File: src/rtl/kwdt_pkg.sv
`timescale 1ns/1ps
package kwdt_pkg;
    typedef enum logic [1:0] {
        ST_IDLE   = 2'd0,
        ST_PREARM = 2'd1,
        ST_ARMED  = 2'd2,
        ST_SVC    = 2'd3
    } wd_state_e;

    localparam int REG_W    = 32;
    localparam int KEY_W    = 16;
    localparam int KEY_LSB  = 16;
    localparam int EN_BIT   = 14;
    localparam int FLAG_BIT = 15;

    localparam logic [KEY_W-1:0] KEY_OPEN  = 16'hA5C6;
    localparam logic [KEY_W-1:0] KEY_CLOSE = 16'hDA7E;

    localparam int OFS_ID     = 'h00;
    localparam int OFS_EMU    = 'h04;
    localparam int OFS_CNT_LO = 'h10;
    localparam int OFS_CNT_HI = 'h14;
    localparam int OFS_PER_LO = 'h18;
    localparam int OFS_PER_HI = 'h1C;
    localparam int OFS_RCTL   = 'h20;
    localparam int OFS_GCTL   = 'h24;
    localparam int OFS_WCTL   = 'h28;

    localparam logic [1:0] RUN_CONT   = 2'd2;
    localparam logic [1:0] GMODE_WDOG = 2'd2;
endpackage

File: src/rtl/kwdt_keyfsm.sv
`timescale 1ns/1ps
module kwdt_keyfsm
    import kwdt_pkg::*;
(
    input  logic             clk,
    input  logic             rst_n,
    input  logic             key_wr,
    input  logic [KEY_W-1:0] key_val,
    input  logic             en_req,
    output logic             armed,
    output logic             locked,
    output logic             kick
);
    wd_state_e state_q, state_d;
    logic      kick_d;

    // next-state decode
    always_comb begin
        state_d = state_q;
        kick_d  = 1'b0;
        if (key_wr) begin
            unique case (state_q)
                ST_IDLE:   if (key_val == KEY_OPEN && en_req) state_d = ST_PREARM;
                ST_PREARM: if (key_val == KEY_CLOSE)          state_d = ST_ARMED;
                ST_ARMED:  if (key_val == KEY_OPEN)           state_d = ST_SVC;
                ST_SVC: begin
                    if (key_val == KEY_CLOSE) begin
                        state_d = ST_ARMED;
                        kick_d  = 1'b1;
                    end
                end
                default:   state_d = ST_IDLE;
            endcase
        end
    end

    // state register
    always_ff @(posedge clk) begin
        if (!rst_n) state_q <= ST_IDLE;
        else        state_q <= state_d;
    end

    // registered outputs
    always_ff @(posedge clk) begin
        if (!rst_n) begin
            armed  <= 1'b0;
            locked <= 1'b0;
            kick   <= 1'b0;
        end else begin
            armed  <= (state_d == ST_ARMED) || (state_d == ST_SVC);
            locked <= (state_d != ST_IDLE);
            kick   <= kick_d;
        end
    end
endmodule

File: src/rtl/kwdt_counter.sv
`timescale 1ns/1ps
module kwdt_counter #(
    parameter int HALF_W = 32
) (
    input  logic                clk,
    input  logic                rst_n,
    input  logic                run,
    input  logic                armed,
    input  logic                kick,
    input  logic [1:0]          half_ld,
    input  logic [HALF_W-1:0]   ld_data,
    input  logic [2*HALF_W-1:0] period,
    output logic [2*HALF_W-1:0] cnt,
    output logic                tmo_evt,
    output logic                tmo_pulse
);
    localparam int CNT_W = 2 * HALF_W;

    logic [CNT_W-1:0] cnt_q;
    logic [CNT_W-1:0] cnt_ld;

    // per-half load merge
    for (genvar h = 0; h < 2; h++) begin : g_half
        assign cnt_ld[h*HALF_W +: HALF_W] = half_ld[h] ? ld_data
                                                       : cnt_q[h*HALF_W +: HALF_W];
    end

    assign tmo_evt = run && armed && (cnt_q == period);

    always_ff @(posedge clk) begin
        if (!rst_n) begin
            cnt_q     <= '0;
            tmo_pulse <= 1'b0;
        end else begin
            tmo_pulse <= tmo_evt;
            if (kick)          cnt_q <= '0;
            else if (|half_ld) cnt_q <= cnt_ld;
            else if (tmo_evt)  cnt_q <= '0;
            else if (run)      cnt_q <= cnt_q + CNT_W'(1);
        end
    end

    assign cnt = cnt_q;
endmodule

File: src/rtl/kwdt_regs.sv
`timescale 1ns/1ps
module kwdt_regs
    import kwdt_pkg::*;
#(
    parameter int          ADDR_W   = 6,
    parameter logic [31:0] ID_VALUE = 32'h5744_0107
) (
    input  logic               clk,
    input  logic               rst_n,
    input  logic               bus_sel,
    input  logic               bus_wr,
    input  logic [ADDR_W-1:0]  bus_addr,
    input  logic [REG_W-1:0]   bus_wdata,
    output logic [REG_W-1:0]   bus_rdata,
    input  logic               locked,
    input  logic [2*REG_W-1:0] cnt,
    input  logic               tmo_evt,
    output logic [2*REG_W-1:0] period,
    output logic               run,
    output logic [1:0]         half_ld,
    output logic [REG_W-1:0]   ld_data,
    output logic               key_wr,
    output logic [KEY_W-1:0]   key_val,
    output logic               en_req
);
    logic [2*REG_W-1:0] per_q;
    logic [1:0]         rctl_q;
    logic [3:0]         gctl_q;
    logic               en_q, flag_q;
    logic               wr_en, cfg_wr, flag_clr;

    function automatic logic at(input logic [ADDR_W-1:0] a, input int ofs);
        return a == ADDR_W'(ofs);
    endfunction

    assign wr_en    = bus_sel && bus_wr;
    assign cfg_wr   = wr_en && !locked;
    assign flag_clr = wr_en && at(bus_addr, OFS_WCTL) && bus_wdata[FLAG_BIT];

    assign key_wr     = wr_en && at(bus_addr, OFS_WCTL);
    assign key_val    = bus_wdata[KEY_LSB +: KEY_W];
    assign en_req     = bus_wdata[EN_BIT];
    assign half_ld[0] = cfg_wr && at(bus_addr, OFS_CNT_LO);
    assign half_ld[1] = cfg_wr && at(bus_addr, OFS_CNT_HI);
    assign ld_data    = bus_wdata;

    assign run    = gctl_q[0] && gctl_q[1] && (gctl_q[3:2] == GMODE_WDOG)
                 && (rctl_q == RUN_CONT);
    assign period = per_q;

    always_ff @(posedge clk) begin
        if (!rst_n) begin
            per_q  <= '0;
            rctl_q <= '0;
            gctl_q <= '0;
            en_q   <= 1'b0;
            flag_q <= 1'b0;
        end else begin
            if (cfg_wr && at(bus_addr, OFS_PER_LO)) per_q[REG_W-1:0]       <= bus_wdata;
            if (cfg_wr && at(bus_addr, OFS_PER_HI)) per_q[2*REG_W-1:REG_W] <= bus_wdata;
            if (cfg_wr && at(bus_addr, OFS_RCTL))   rctl_q <= bus_wdata[7:6];
            if (cfg_wr && at(bus_addr, OFS_GCTL))   gctl_q <= bus_wdata[3:0];
            if (cfg_wr && at(bus_addr, OFS_WCTL))   en_q   <= bus_wdata[EN_BIT];
            if (tmo_evt)       flag_q <= 1'b1;
            else if (flag_clr) flag_q <= 1'b0;
        end
    end

    always_comb begin
        bus_rdata = '0;
        case (bus_addr)
            ADDR_W'(OFS_ID):     bus_rdata = ID_VALUE;
            ADDR_W'(OFS_EMU):    bus_rdata = '0;
            ADDR_W'(OFS_CNT_LO): bus_rdata = cnt[REG_W-1:0];
            ADDR_W'(OFS_CNT_HI): bus_rdata = cnt[2*REG_W-1:REG_W];
            ADDR_W'(OFS_PER_LO): bus_rdata = per_q[REG_W-1:0];
            ADDR_W'(OFS_PER_HI): bus_rdata = per_q[2*REG_W-1:REG_W];
            ADDR_W'(OFS_RCTL):   bus_rdata = {24'b0, rctl_q, 6'b0};
            ADDR_W'(OFS_GCTL):   bus_rdata = {28'b0, gctl_q};
            ADDR_W'(OFS_WCTL):   bus_rdata = {16'b0, flag_q, en_q, 14'b0};
            default:             bus_rdata = '0;
        endcase
    end
endmodule

File: src/rtl/kwdt_top.sv
`timescale 1ns/1ps
module kwdt_top
    import kwdt_pkg::*;
#(
    parameter int          ADDR_W   = 6,
    parameter logic [31:0] ID_VALUE = 32'h5744_0107
) (
    input  logic              clk,
    input  logic              rst_n,
    input  logic              bus_sel,
    input  logic              bus_wr,
    input  logic [ADDR_W-1:0] bus_addr,
    input  logic [31:0]       bus_wdata,
    output logic [31:0]       bus_rdata,
    output logic              wd_reset
);
    logic [2*REG_W-1:0] cnt, period;
    logic               run, armed, locked, kick, tmo_evt;
    logic [1:0]         half_ld;
    logic [REG_W-1:0]   ld_data;
    logic               key_wr, en_req;
    logic [KEY_W-1:0]   key_val;

    kwdt_regs #(.ADDR_W(ADDR_W), .ID_VALUE(ID_VALUE)) u_regs (
        .clk(clk), .rst_n(rst_n),
        .bus_sel(bus_sel), .bus_wr(bus_wr), .bus_addr(bus_addr),
        .bus_wdata(bus_wdata), .bus_rdata(bus_rdata),
        .locked(locked), .cnt(cnt), .tmo_evt(tmo_evt),
        .period(period), .run(run), .half_ld(half_ld), .ld_data(ld_data),
        .key_wr(key_wr), .key_val(key_val), .en_req(en_req)
    );

    kwdt_keyfsm u_fsm (
        .clk(clk), .rst_n(rst_n),
        .key_wr(key_wr), .key_val(key_val), .en_req(en_req),
        .armed(armed), .locked(locked), .kick(kick)
    );

    kwdt_counter #(.HALF_W(REG_W)) u_cnt (
        .clk(clk), .rst_n(rst_n),
        .run(run), .armed(armed), .kick(kick),
        .half_ld(half_ld), .ld_data(ld_data), .period(period),
        .cnt(cnt), .tmo_evt(tmo_evt), .tmo_pulse(wd_reset)
    );
endmodule

File: config.mk
export PLATFORM = sky130hd
export DESIGN_NAME = kwdt_top
export DESIGN_NICKNAME = d
export VERILOG_FILES = /design/src/rtl/kwdt_pkg.sv /design/src/rtl/kwdt_keyfsm.sv /design/src/rtl/kwdt_counter.sv /design/src/rtl/kwdt_regs.sv /design/src/rtl/kwdt_top.sv
export SDC_FILE = /design/constraint.sdc
export NUM_CORES = 1
export LEC_CHECK = 0
export ABC_AREA = 0
export CAP_MARGIN = 30
export CORE_ASPECT_RATIO = 1.25
export CORE_UTILIZATION = 40
export CTS_BUF_LIST = sky130_fd_sc_hd__clkbuf_16
export CTS_CLUSTER_DIAMETER = 30
export DETAILED_ROUTE_END_ITERATION = 7
export PLACE_DENSITY_LB_ADDON = 0.08
export SETUP_SLACK_MARGIN = 0.3
export SLEW_MARGIN = 10
export SYNTH_ARGS = -nofsm -noshare
export SYNTH_HDL_FRONTEND = slang
export SYNTH_SLANG_ARGS = --single-unit
File: constraint.sdc
create_clock -name clk -period 4.27 [get_ports clk]
set_clock_uncertainty 0.05 [all_clocks]
set_input_delay 1.0675 -clock clk [delete_from_list [all_inputs] [get_ports clk]]
set_output_delay 1.0675 -clock clk [all_outputs]
set_load 0.005 [all_outputs]
==> results by stage <==
Global route:
- For this run the aggregate overflow at the end of global routing stands at 0.
- The pin count of the biggest net entering global routing is 74.
- In this run the most used layer during global routing was met2.
- Across every metal layer, demand over resource in global routing totals 0.366.
- The initial antenna violation count was 0.
- In the global route stage, met1 resource usage came out at 0.473.
- The first global-routing pass estimated around 61 mm of wire.
- The via count of the first global-routing pass is slightly below 10000.
- For met3 alone, demand over resource in global routing was 0.0506.
- The met2 global-route usage is 0.573.

Synth:
- The number of flip-flops and latches in the synthesized netlist is around 140.
- Each instance of the synthesized netlist takes up on average 7.35 um^2.
- By area the synthesized netlist is led by dfxtp_1, nand2_1, a21oi_1.
- In this run the cell area of the synthesized design comes to 0.00887 mm^2.
- The number of different library cells used by synthesis comes to 74.
- For this run, asynchronously set or reset flops after synthesis account for 0.
- The number of cells produced by synthesis is between 1000 and 1500.
- The share of the Yosys chip area taken by registers is 0.321.
- Synthesis produced a netlist with a net count of approximately 1300.
- The share of synthesized area in the top cell type comes to 0.321.
- The most common flop cell mapped by yosys is dfxtp_1.
- The number of synthesized flops with an enable pin is 0.
- Of all cell types, the one taking the most synthesized area is dfxtp_1.
- Yosys printed 0 warnings.

Place:
- OpenSTA, run right after detailed placement, puts the worst setup slack at -0.243 ns.
- In this run, placement finished with an instance count of around 1500.
- After detailed placement, the total cell area comes to about 0.010 mm^2.
- The count of buffers added on input and output ports is 74.
- The estimated wirelength of the detail-placed design is a little over 30 mm.
- At the end of routability-driven placement, the weighted congestion stood at 0.961.

Floorplanning:
- The I/O pin total is 75.
- The overall die height is 168 um.
- The standard-cell row count is 60.
- The total area inside the core boundary comes to ~0.022 mm^2.
- The die footprint is around 0.023 mm^2.
- The starting density of the core is 0.410.
- The die extent in x is ~140 um.

Pwr:
- The share of total power dissipated in sequential elements is 0.414.
- The internal power summed over all cells is 0.00246 W.
- The switching fraction of total power is 0.246.
- The combinational fraction of design power is 0.068.
- Across the VDD grid, the largest voltage drop is roughly 0.00026 V.
- Summed over all nets, the switching power comes to between 0.0008 and 0.0009 W.
- The clock network fraction of total power is 0.518.
- The reported leakage power is between 3 and 4 nW.
- For this design the ratio of total power to cell area is a little under 300 mW/mm^2.

Routing:
- The total via count after detailed routing is about 10000.
- Summed over all layers, the routed wires come to approximately 41 mm.
- The detailed-route vias per instance is 6.52.
- The DRC violations left is 0.
- The mean routed wirelength per cell is approximately 26 um.
- The DRC marker count from the first detailed-route iteration is approximately 1300.
- In this run the remaining antenna-violating nets after routing total 0.
- The count of TritonRoute iterations in the first routing pass is 6.

Clock network:
- The clock net in this run drives a total of between 100 and 150 sinks.
- After clock tree synthesis, the clock-pin slew on the worst setup and hold paths is ~0.07 ns.
- The H-tree was split into 4 levels.
- The clock network latency to the later pin of the worst-skew pair is 0.44 ns.
- The TritonCTS clock tree is built.
- The clock passes through at most 2 buffers.
- TritonCTS created 17 clock buffers.
- CTS placed an instance of clkbuf_16 at the clock tree root.

STA:
- Setup repair after global routing left no endpoint under its margin.
- The final number of max-transition violations is 0.
- The fmax is roughly 0.26 GHz.
- Adding up every negative setup slack in the final design gives 0 ns.
- The worst slew margin relative to its limit is 0.416.
- Setup violations remaining at the end of the flow were counted as 0.
- The transition at the pin with the smallest max-transition slack is ~0.88 ns.
- The minimum clock period is between 3 and 4 ns.
- Setup slack on the critical path of the routed design comes to 0.385 ns.
- The total count of hold-check failures in the final report is 0.
- Dividing the final minimum period by the clock period gives 0.910.

Setup path:
- STA puts the critical path data arrival time at ~2.8 ns.
- The largest fanout on the critical path is 7.
- The critical path class is primary input to output port.
- The critical path required time is 3.15 ns.
- The startpoint class of the critical path is a primary input.
- STA classifies the critical path endpoint as an output port.

Job:
- Across the run, the number of max-cap violations was 0.

Status:
- The run finished with clean final reports.

Layout:
- For this run, the number of standard cells in the final layout without fillers is 1605.
- From synthesis to final layout, the design area changed by 26.3%.
- The finished cells cover between 0.01 and 0.015 mm^2.
- At the end of the flow, the number of nets in the layout was ~1400.
- The proportion of layout cells with a drive suffix above 1 is 0.144.
- 0 antenna diodes ended up in the layout.

Hold path:
- The min-delay analysis places its worst path in the category register to register.
cell families (layout without fill, tap and decap cells):
group                    Yosys count  after routing  share of synthesized area
buffers and inverters            107            226                     0.0474
flip-flops                       142            142                      0.321
multiplexers                       9              9                     0.0103
AO/OA/AOI/OAI                    336            336                      0.249
adder cells (fa/ha/maj)            1              1                    0.00141
XOR/XNOR                          55             55                     0.0543
AND/OR/NAND/NOR                  557            557                      0.317
layer usage:
metal  part of all wire  wire (um)  vias to the layer above
li1                   -          -                     4689
met1               0.40      16500                     4999
met2               0.45      18500                      640
met3              0.088       3610                      131
met4              0.064       2620                        0
met5                  0          0                        -
power groups by stage:
stage               Sequential, W  Clock [W]  Combinational, W
floorplan                 0.00137          0         0.0000890
global placement          0.00138          0          0.000207
detailed placement        0.00138          0          0.000206
CTS                       0.00135    0.00169          0.000216
global route              0.00135    0.00176          0.000230
finish                    0.00135    0.00169          0.000221
final timing paths:
path                                        from  slack, ns                to  cells past startpoint
worst max register to register     u_cnt.cnt[23]       1.08     u_cnt.cnt[15]                      8
worst min-delay path            u_regs.gctl_q[3]       0.43  u_regs.gctl_q[3]                      2
worst max-delay path                 bus_addr[5]       0.38     bus_rdata[29]                     11
worst min register to register  u_regs.gctl_q[3]       0.43  u_regs.gctl_q[3]                      2
sequential cells by signal, summed over array words and instances, names as in the netlist:
| register | count |
|---|---|
| u_cnt.cnt | 64 |
| u_cnt.tmo_pulse | 1 |
| u_fsm.armed | 1 |
| u_fsm.kick | 1 |
| u_fsm.locked | 1 |
| u_fsm.state_q | 2 |
| u_regs.en_q | 1 |
| u_regs.flag_q | 1 |
| u_regs.gctl_q | 4 |
| u_regs.period | 64 |
| u_regs.rctl_q | 2 |
Yosys cell counts (4+ instances only):
library cell / instances
a221oi_1: 11
inv_1: 18
a22o_1: 16
nor3_1: 32
o2111ai_1: 11
and3_1: 17
a32oi_1: 5
a21oi_1: 106
nand4_1: 38
clkbuf_1: 74
nand2b_1: 25
nand3_1: 70
a221o_1: 17
o211ai_1: 4
or4_1: 13
buf_1: 4
o21a_1: 4
mux2i_1: 8
xor2_1: 4
dfxtp_1: 142
o31a_1: 5
o22ai_1: 18
o311ai_0: 6
o21ai_0: 59
a22oi_1: 20
a31oi_1: 21
a311oi_1: 5
and4_1: 4
buf_2: 9
nand4b_1: 6
and2_1: 8
or3_1: 6
nand2_1: 231
nor2_1: 52
nor4_1: 22
xnor2_1: 51
final cells by class:
class                   count  area, um^2
flip-flops and latches    142        2840
multi-input cells         958        5680
fillers                  2186       10400
inverters                  18        67.6
clock inverters            14         215
repair buffers            177        1620
well taps                 279         349
clock buffers              17         425
layout by cell type (no fill, tap or decap), drive strengths merged, types with 14 or more instances in the layout:
cell type,instances
a22o,16
xnor2,51
a221o,17
nand4,41
nand2,231
buf,121
clkbuf,21
dfxtp,142
inv,22
a22oi,20
a31oi,21
clkdlybuf4s50,36
nand3,70
or4,14
nor4,25
a21oi,106
nor3,34
o22ai,18
nand2b,25
nor2,56
and3,17
o21ai,63
what timing repair did:
| item | CTS | global route |
|---|---|---|
| setup buffers | 28 | 0 |
| hold buffers | 0 | 0 |
| pin swaps | 13 | 3 |
| cloned | 3 | 0 |
| gates resized for setup | 134 | 6 |
| setup endpoints to repair | 32 | 15 |
per-stage QoR:
stage	hold slack, ns	util	power (W)
2_1_floorplan	0.395	-	0.00145
3_3_place_gp	0.417	0.474	0.00158
3_5_place_dp	0.419	0.474	0.00158
4_1_cts	0.430	0.519	0.00325
5_1_grt	0.446	0.518	0.00334
6_report	0.432	0.518	0.00326
worst max-delay path, cell delays in order:
cell	delay, ns
clkbuf_2	0.09
or4b_4	0.54
buf_8	0.16
nor2_4	0.11
buf_6	0.13
buf_8	0.12
buf_6	0.10
buf_4	0.09
a22o_1	0.12
a221o_1	0.12
buf_2	0.11
Note: power is estimated with default switching activity, not from simulation.
